## src/rtl/nand_erase_pkg.sv

```systemverilog
package nand_erase_pkg;
  localparam logic [7:0] OP_SETUP   = 8'h60;
  localparam logic [7:0] OP_CONFIRM = 8'hD0;
  localparam logic [7:0] OP_STATUS  = 8'h70;

  typedef enum logic [2:0] {
    ST_IDLE,
    ST_SETUP,
    ST_ADDR,
    ST_CONFIRM,
    ST_WAIT,
    ST_STATCMD,
    ST_READ,
    ST_DONE
  } nes_state_e;
endpackage

```

## src/rtl/nes_wait_timer.sv

```systemverilog
module nes_wait_timer #(
  parameter int unsigned TIMEOUT_CYCLES = 4096
) (
  input  logic clk_i,
  input  logic rst_ni,
  input  logic run_i,
  output logic expire_o
);
  localparam int unsigned CNT_W = $clog2(TIMEOUT_CYCLES + 1);

  logic [CNT_W-1:0] cnt_q;

  assign expire_o = run_i && (cnt_q == CNT_W'(TIMEOUT_CYCLES - 1));

  always_ff @(posedge clk_i or negedge rst_ni) begin
    if (!rst_ni)        cnt_q <= '0;
    else if (!run_i)    cnt_q <= '0;
    else if (!expire_o) cnt_q <= cnt_q + CNT_W'(1);
  end
endmodule

```

## src/rtl/nes_ctrl.sv

```systemverilog
module nes_ctrl
  import nand_erase_pkg::*;
#(
  parameter int unsigned ADDR_BYTES = 3,
  localparam int unsigned IDX_W = (ADDR_BYTES > 1) ? $clog2(ADDR_BYTES) : 1
) (
  input  logic             clk_i,
  input  logic             rst_ni,
  input  logic             start_i,
  input  logic             ready_i,
  input  logic             expire_i,
  output nes_state_e       state_o,
  output logic [IDX_W-1:0] idx_o,
  output logic             accept_o,
  output logic             capture_o,
  output logic             abort_o
);
  localparam logic [IDX_W-1:0] LAST_IDX = IDX_W'(ADDR_BYTES - 1);

  nes_state_e       state_q, state_d;
  logic [IDX_W-1:0] idx_q, idx_d;

  assign state_o   = state_q;
  assign idx_o     = idx_q;
  assign accept_o  = (state_q == ST_IDLE) && start_i;
  assign capture_o = (state_q == ST_READ);
  assign abort_o   = (state_q == ST_WAIT) && !ready_i && expire_i;

  always_comb begin
    state_d = state_q;
    idx_d   = idx_q;
    unique case (state_q)
      ST_IDLE:    if (start_i) state_d = ST_SETUP;
      ST_SETUP: begin
        state_d = ST_ADDR;
        idx_d   = '0;
      end
      ST_ADDR: begin
        if (idx_q == LAST_IDX) state_d = ST_CONFIRM;
        else                   idx_d   = idx_q + IDX_W'(1);
      end
      ST_CONFIRM: state_d = ST_WAIT;
      // ready wins over expiry in the same cycle
      ST_WAIT: begin
        if (ready_i)       state_d = ST_STATCMD;
        else if (expire_i) state_d = ST_DONE;
      end
      ST_STATCMD: state_d = ST_READ;
      ST_READ:    state_d = ST_DONE;
      ST_DONE:    state_d = ST_IDLE;
      default:    state_d = ST_IDLE;
    endcase
  end

  always_ff @(posedge clk_i or negedge rst_ni) begin
    if (!rst_ni) begin
      state_q <= ST_IDLE;
      idx_q   <= '0;
    end else begin
      state_q <= state_d;
      idx_q   <= idx_d;
    end
  end
endmodule

```

## src/rtl/nes_bus_drv.sv

```systemverilog
module nes_bus_drv
  import nand_erase_pkg::*;
#(
  parameter int unsigned DATA_W     = 8,
  parameter int unsigned ADDR_BYTES = 3,
  parameter int unsigned IDX_W      = 2,
  localparam int unsigned ADDR_W    = DATA_W * ADDR_BYTES
) (
  input  nes_state_e        state_i,
  input  logic [IDX_W-1:0]  idx_i,
  input  logic [ADDR_W-1:0] addr_i,
  output logic              cmd_we_o,
  output logic              addr_we_o,
  output logic              rd_o,
  output logic [DATA_W-1:0] bus_o
);
  logic [DATA_W-1:0] addr_byte [ADDR_BYTES];

  for (genvar g = 0; g < ADDR_BYTES; g++) begin : g_byte
    assign addr_byte[g] = addr_i[g*DATA_W +: DATA_W];
  end

  always_comb begin
    cmd_we_o  = 1'b0;
    addr_we_o = 1'b0;
    rd_o      = 1'b0;
    bus_o     = '0;
    unique case (state_i)
      ST_SETUP: begin
        cmd_we_o = 1'b1;
        bus_o    = DATA_W'(OP_SETUP);
      end
      ST_ADDR: begin
        addr_we_o = 1'b1;
        bus_o     = addr_byte[idx_i];
      end
      ST_CONFIRM: begin
        cmd_we_o = 1'b1;
        bus_o    = DATA_W'(OP_CONFIRM);
      end
      ST_STATCMD: begin
        cmd_we_o = 1'b1;
        bus_o    = DATA_W'(OP_STATUS);
      end
      ST_READ: rd_o = 1'b1;
      default: ;
    endcase
  end
endmodule

```

## src/rtl/nand_erase_seq.sv

```systemverilog
module nand_erase_seq
  import nand_erase_pkg::*;
#(
  parameter int unsigned DATA_W         = 8,
  parameter int unsigned ADDR_BYTES     = 3,
  parameter int unsigned TIMEOUT_CYCLES = 4096,
  localparam int unsigned ADDR_W        = DATA_W * ADDR_BYTES,
  localparam int unsigned IDX_W         = (ADDR_BYTES > 1) ? $clog2(ADDR_BYTES) : 1
) (
  input  logic              clk_i,
  input  logic              rst_ni,
  input  logic              start_i,
  input  logic [ADDR_W-1:0] blk_addr_i,
  input  logic              rdy_i,
  input  logic              rdy_evt_i,
  input  logic [DATA_W-1:0] status_i,
  output logic              cmd_we_o,
  output logic              addr_we_o,
  output logic              rd_o,
  output logic [DATA_W-1:0] bus_o,
  output logic              busy_o,
  output logic              done_o,
  output logic              fail_o,
  output logic              timeout_o,
  output logic [DATA_W-1:0] status_o
);
  nes_state_e        state;
  logic [IDX_W-1:0]  idx;
  logic              accept, capture, abort, expire, ready;
  logic [ADDR_W-1:0] addr_q;
  logic [DATA_W-1:0] status_q;
  logic              fail_q, tmo_q;

  assign ready = rdy_i || rdy_evt_i;

  nes_ctrl #(.ADDR_BYTES(ADDR_BYTES)) u_ctrl (
    .clk_i     (clk_i),
    .rst_ni    (rst_ni),
    .start_i   (start_i),
    .ready_i   (ready),
    .expire_i  (expire),
    .state_o   (state),
    .idx_o     (idx),
    .accept_o  (accept),
    .capture_o (capture),
    .abort_o   (abort)
  );

  nes_wait_timer #(.TIMEOUT_CYCLES(TIMEOUT_CYCLES)) u_timer (
    .clk_i    (clk_i),
    .rst_ni   (rst_ni),
    .run_i    (state == ST_WAIT),
    .expire_o (expire)
  );

  nes_bus_drv #(
    .DATA_W     (DATA_W),
    .ADDR_BYTES (ADDR_BYTES),
    .IDX_W      (IDX_W)
  ) u_bus (
    .state_i   (state),
    .idx_i     (idx),
    .addr_i    (addr_q),
    .cmd_we_o  (cmd_we_o),
    .addr_we_o (addr_we_o),
    .rd_o      (rd_o),
    .bus_o     (bus_o)
  );

  always_ff @(posedge clk_i or negedge rst_ni) begin
    if (!rst_ni) begin
      addr_q   <= '0;
      status_q <= '0;
      fail_q   <= 1'b0;
      tmo_q    <= 1'b0;
    end else if (accept) begin
      addr_q   <= blk_addr_i;
      status_q <= '0;
      fail_q   <= 1'b0;
      tmo_q    <= 1'b0;
    end else if (capture) begin
      status_q <= status_i;
      fail_q   <= status_i[0];
    end else if (abort) begin
      fail_q <= 1'b1;
      tmo_q  <= 1'b1;
    end
  end

  assign busy_o    = (state != ST_IDLE);
  assign done_o    = (state == ST_DONE);
  assign fail_o    = fail_q;
  assign timeout_o = tmo_q;
  assign status_o  = status_q;
endmodule

```

## config.mk

```make
export PLATFORM = sky130hd
export DESIGN_NAME = nand_erase_seq
export DESIGN_NICKNAME = d
export VERILOG_FILES = /design/src/rtl/nand_erase_pkg.sv /design/src/rtl/nes_wait_timer.sv /design/src/rtl/nes_ctrl.sv /design/src/rtl/nes_bus_drv.sv /design/src/rtl/nand_erase_seq.sv
export SDC_FILE = /design/constraint.sdc
export NUM_CORES = 1
export LEC_CHECK = 0
export CAP_MARGIN = 10
export CORE_ASPECT_RATIO = 1.4
export CORE_UTILIZATION = 40
export CTS_BUF_LIST = sky130_fd_sc_hd__clkbuf_4 sky130_fd_sc_hd__clkbuf_8
export DETAILED_ROUTE_END_ITERATION = 7
export PLACE_DENSITY = 0.65
export SYNTH_ARGS = -nofsm -noshare
export SYNTH_HDL_FRONTEND = slang
export SYNTH_HIERARCHICAL = 1
export SYNTH_SLANG_ARGS = --single-unit
```

## constraint.sdc

```tcl
create_clock -name clk_i -period 2.42 [get_ports clk_i]
set_input_delay 0.363 -clock clk_i [delete_from_list [all_inputs] [get_ports clk_i]]
set_output_delay 0.363 -clock clk_i [all_outputs]
set_load 0.1 [all_outputs]
```

==> impl_metrics.ini <==
[placement]
post-place-ws_ns = 0.4566
dpl_cell_area_sq_mm = 0.003498
port_buffers = 59
hpwl_um = 4051
gp_congestion = 0.7302

[power]
combPwrFrac = 0.638
p_clk_frac = 0.096
power.density_mw_per_mm2 = 1503
seqPwrFrac = 0.266
leakage_uw = 0.001575
p_int_uw = 2768
ir_drop_v = 0.0008218
power.switching_uw = 2649
swShare = 0.4890
power_uw = 5417

[synthesis]
syn_area_per_cell_sq_um = 11.74
ys_seq_area_frac = 0.4797
syn-cell-area_sq_mm = 0.002713
ys.flop_type = dfrtp_1
netlist_instances = 231
syn_nets = 270
synthTopCellsByCount = 52 x dfrtp_1, 22 x mux2_4, 18 x nand2_1, 18 x nor2_1, 12 x a21oi_1
async_flop_share = 1.000
yosysWarningCount = 6
netlist.area_leader.share = 0.4797
ys_ff_latch = 52
yosysUniqueCellTypes = 52
synth_area_leaders = dfrtp_1 48%, mux2_4 12%, mux2_2 3.7%, mux2i_1 3.7%, nand2_1 2.5%
yosysTopAreaCell = dfrtp_1
yosysMostFrequentCell = dfrtp_1
synth_edf_count = 0

[status]
status = completed

[timing]
slew_headroom = 0.6469
hold_viol = 0
setup_slack_ns = 0.1952
period_share = 0.9193
tightestPinTransition_ns = 0.5297
rsz0062_at_grt = false
timing.fmax_mhz = 449.5
maxSlewViolCount = 0
finClkSkew_ns = 0.01019
min_period_ns = 2.225
setup_viol = 0

[critical_path]
crit_end = bus_o[7]
r2r_cells = 9
crit_top_cell = a21oi_1
critPathMaxFanout = 13
r2r-end = fail_o$_DFFE_PN0P_
endpoint_kind = output port
critPathLaunch = u_ctrl/idx_o[1]$_DFFE_PN0P_
r2r_setup_slack_ns = 0.51
worstPathRequired_ns = 2.06
worstPathArrival_ns = 1.86
cp_slowest_cell = dfrtp_1
crit_type = flop to output port
slowest_delay_ns = 0.59
rr_startpoint = u_timer/cnt_q[0]$_DFFE_PN0P_
crit_path_cell_trace = and2b_4 > a21oi_1 > a21oi_1 > buf_12
setup.worst_path.start_class = flop

[floorplanning]
boundaryPins = 60
die_h_um = 99.44
core_sq_mm = 0.006569
die_w_um = 71.60
die-area_sq_mm = 0.007120
start_util = 0.4130
rows = 35

[global_route]
grt_antenna_before_repair = 0
grt-ovfl-total = 0
grtUsageTotal = 0.1616
grt_pass1_wl_um = 9218
grt_pass1_vias = 1969
grt_max_degree = 29

[clock_network]
cts_htree_levels = 2
cts_buffer_depth = 2
cts_buffers = 5
cts_setup_buffers = 0
worst_skew_pair.late_latency_ns = 0.30
clockRootBuffer = clkbuf_8
cts_tree = yes
cts.clk_slew.worst_paths_ns = 0.09
cts.sinks = 52

[drt]
via_per_inst = 5.262
drt-wirelength-per-cell_um = 14.63
wirelength_um = 5472
vias = 1968
drtIter0Drc = 72
drtAntennaViolNets = 0
drtPass1Iterations = 4
drc = 0

[cells_and_area]
n_fill_cell = 579
fin_nets = 338
seq_area_sq_mm = 0.001301
area_growth_pct = 32.89
multiInputGateArea_sq_mm = 0.001297
fin_area_sq_mm = 0.003605
antenna_cells = 0
drive_above_1_share = 0.3033

[job]
maxCapViolCount = 0

[worst_hold_path]
hold_path.class = primary input to async pin
## area by class of cell
cell class                 count  area share
timing repair buffer          72      0.2194
multi-input combinational    161      0.3599
clock inverter                 2    0.003818
sequential                    52      0.3610
clock buffer                   6     0.02291
tap                           74     0.02569
inverter                       7    0.007289
## logic make-up (layout without fill, tap and decap cells)
group / Yosys count / count (layout) / share of synthesized area
adder cells (fa/ha/maj): 2 / 2 / 0.009224
buffers and inverters: 18 / 87 / 0.04843
AO/OA/AOI/OAI: 38 / 38 / 0.09548
XOR/XNOR: 4 / 4 / 0.01292
flip-flops: 52 / 52 / 0.4797
AND/OR/NAND/NOR: 76 / 76 / 0.1582
multiplexers: 41 / 41 / 0.1960
## flip-flops by register name (all words and copies together) (netlist names)
signal,cells
timeout_o,1
u_ctrl/idx_o,2
fail_o,1
u_ctrl/state_o,3
u_timer/cnt_q,13
addr_q,24
status_o,8
## worst max-delay path, delay by kind of cell, from the launching register on
family,cells,cell delay [ns]
AND/OR/NAND/NOR,1,0.42
AO/OA/AOI/OAI,2,0.34
flip-flops,1,0.59
buffers and inverters,1,0.21
## power by group through the flow
stage | Combinational (uW) | Sequential [uW] | Clock, uW
finish | 3460 | 1440 | 520
global route | 3630 | 1490 | 579
CTS | 3480 | 1440 | 541
detailed placement | 3480 | 1450 | 0
global placement | 3440 | 1450 | 0
floorplan | 2070 | 1930 | 0
## layer usage
layer | share of wire | routed length [um] | track usage | up-vias
li1 | - | - | - | 961
met1 | 0.47 | 2560 | 0.2069 | 951
met2 | 0.49 | 2681 | 0.2801 | 51
met3 | 0.034 | 187 | 0.02938 | 5
met4 | 0.0080 | 44 | 0.04072 | 0
met5 | 0 | 0 | 0 | -
## how the worst min path moves through the flow
| stage | depth (start not counted) | slack (ns) | end | from |
|---|---|---|---|---|
| floorplan | 0 | 0.07 | addr_q[0]$_DFFE_PN0P_ | rst_ni |
| global placement | 1 | 0.19 | addr_q[21]$_DFFE_PN0P_ | rst_ni |
| detailed placement | 1 | 0.19 | addr_q[21]$_DFFE_PN0P_ | rst_ni |
| CTS | 2 | 0.39 | addr_q[21]$_DFFE_PN0P_ | rst_ni |
| global route | 2 | 0.41 | addr_q[5]$_DFFE_PN0P_ | rst_ni |
| finish | 2 | 0.40 | addr_q[21]$_DFFE_PN0P_ | rst_ni |
## stage by stage
| stage | utilization | TNS (ns) | hold slack [ns] | cells |
|---|---|---|---|---|
| after floorplan | - | -1.739 | 0.06741 | 231 |
| after global placement | 0.5326 | 0 | 0.1879 | 365 |
| after detailed placement | 0.5326 | 0 | 0.1885 | 365 |
| after CTS | 0.5488 | 0 | 0.3942 | 374 |
| after global routing | 0.5488 | 0 | 0.4081 | 374 |
| final | 0.5488 | 0 | 0.4003 | 374 |
## cells in the final DEF, fill, tap and decap left out, types with 2 or more instances in the layout
cell	instances
a211oi_1	2
a21oi_1	11
a221oi_2	2
a22o_1	2
a31oi_1	4
and3_1	4
buf_12	13
buf_4	22
clkbuf_8	6
clkdlybuf4s50_1	35
dfrtp_1	52
ha_1	2
inv_1	6
mux2_2	9
mux2_4	22
mux2i_1	10
nand2_1	18
nand2b_1	4
nand3_1	2
nand3b_1	3
nand4_1	2
nor2_1	17
nor2b_1	3
nor3_1	6
o21ai_0	4
o31ai_1	4
or2_2	2
or3_1	2
xnor2_1	3
## what timing repair did
| item | 4_1_cts | 5_1_grt |
|---|---|---|
| hold endpoints to repair | 4 | 0 |
| hold buffers | 1 | 0 |
| setup endpoints to repair | 0 | 0 |
| resized for setup | 0 | 0 |
Note: power is estimated with default switching activity, not from simulation.
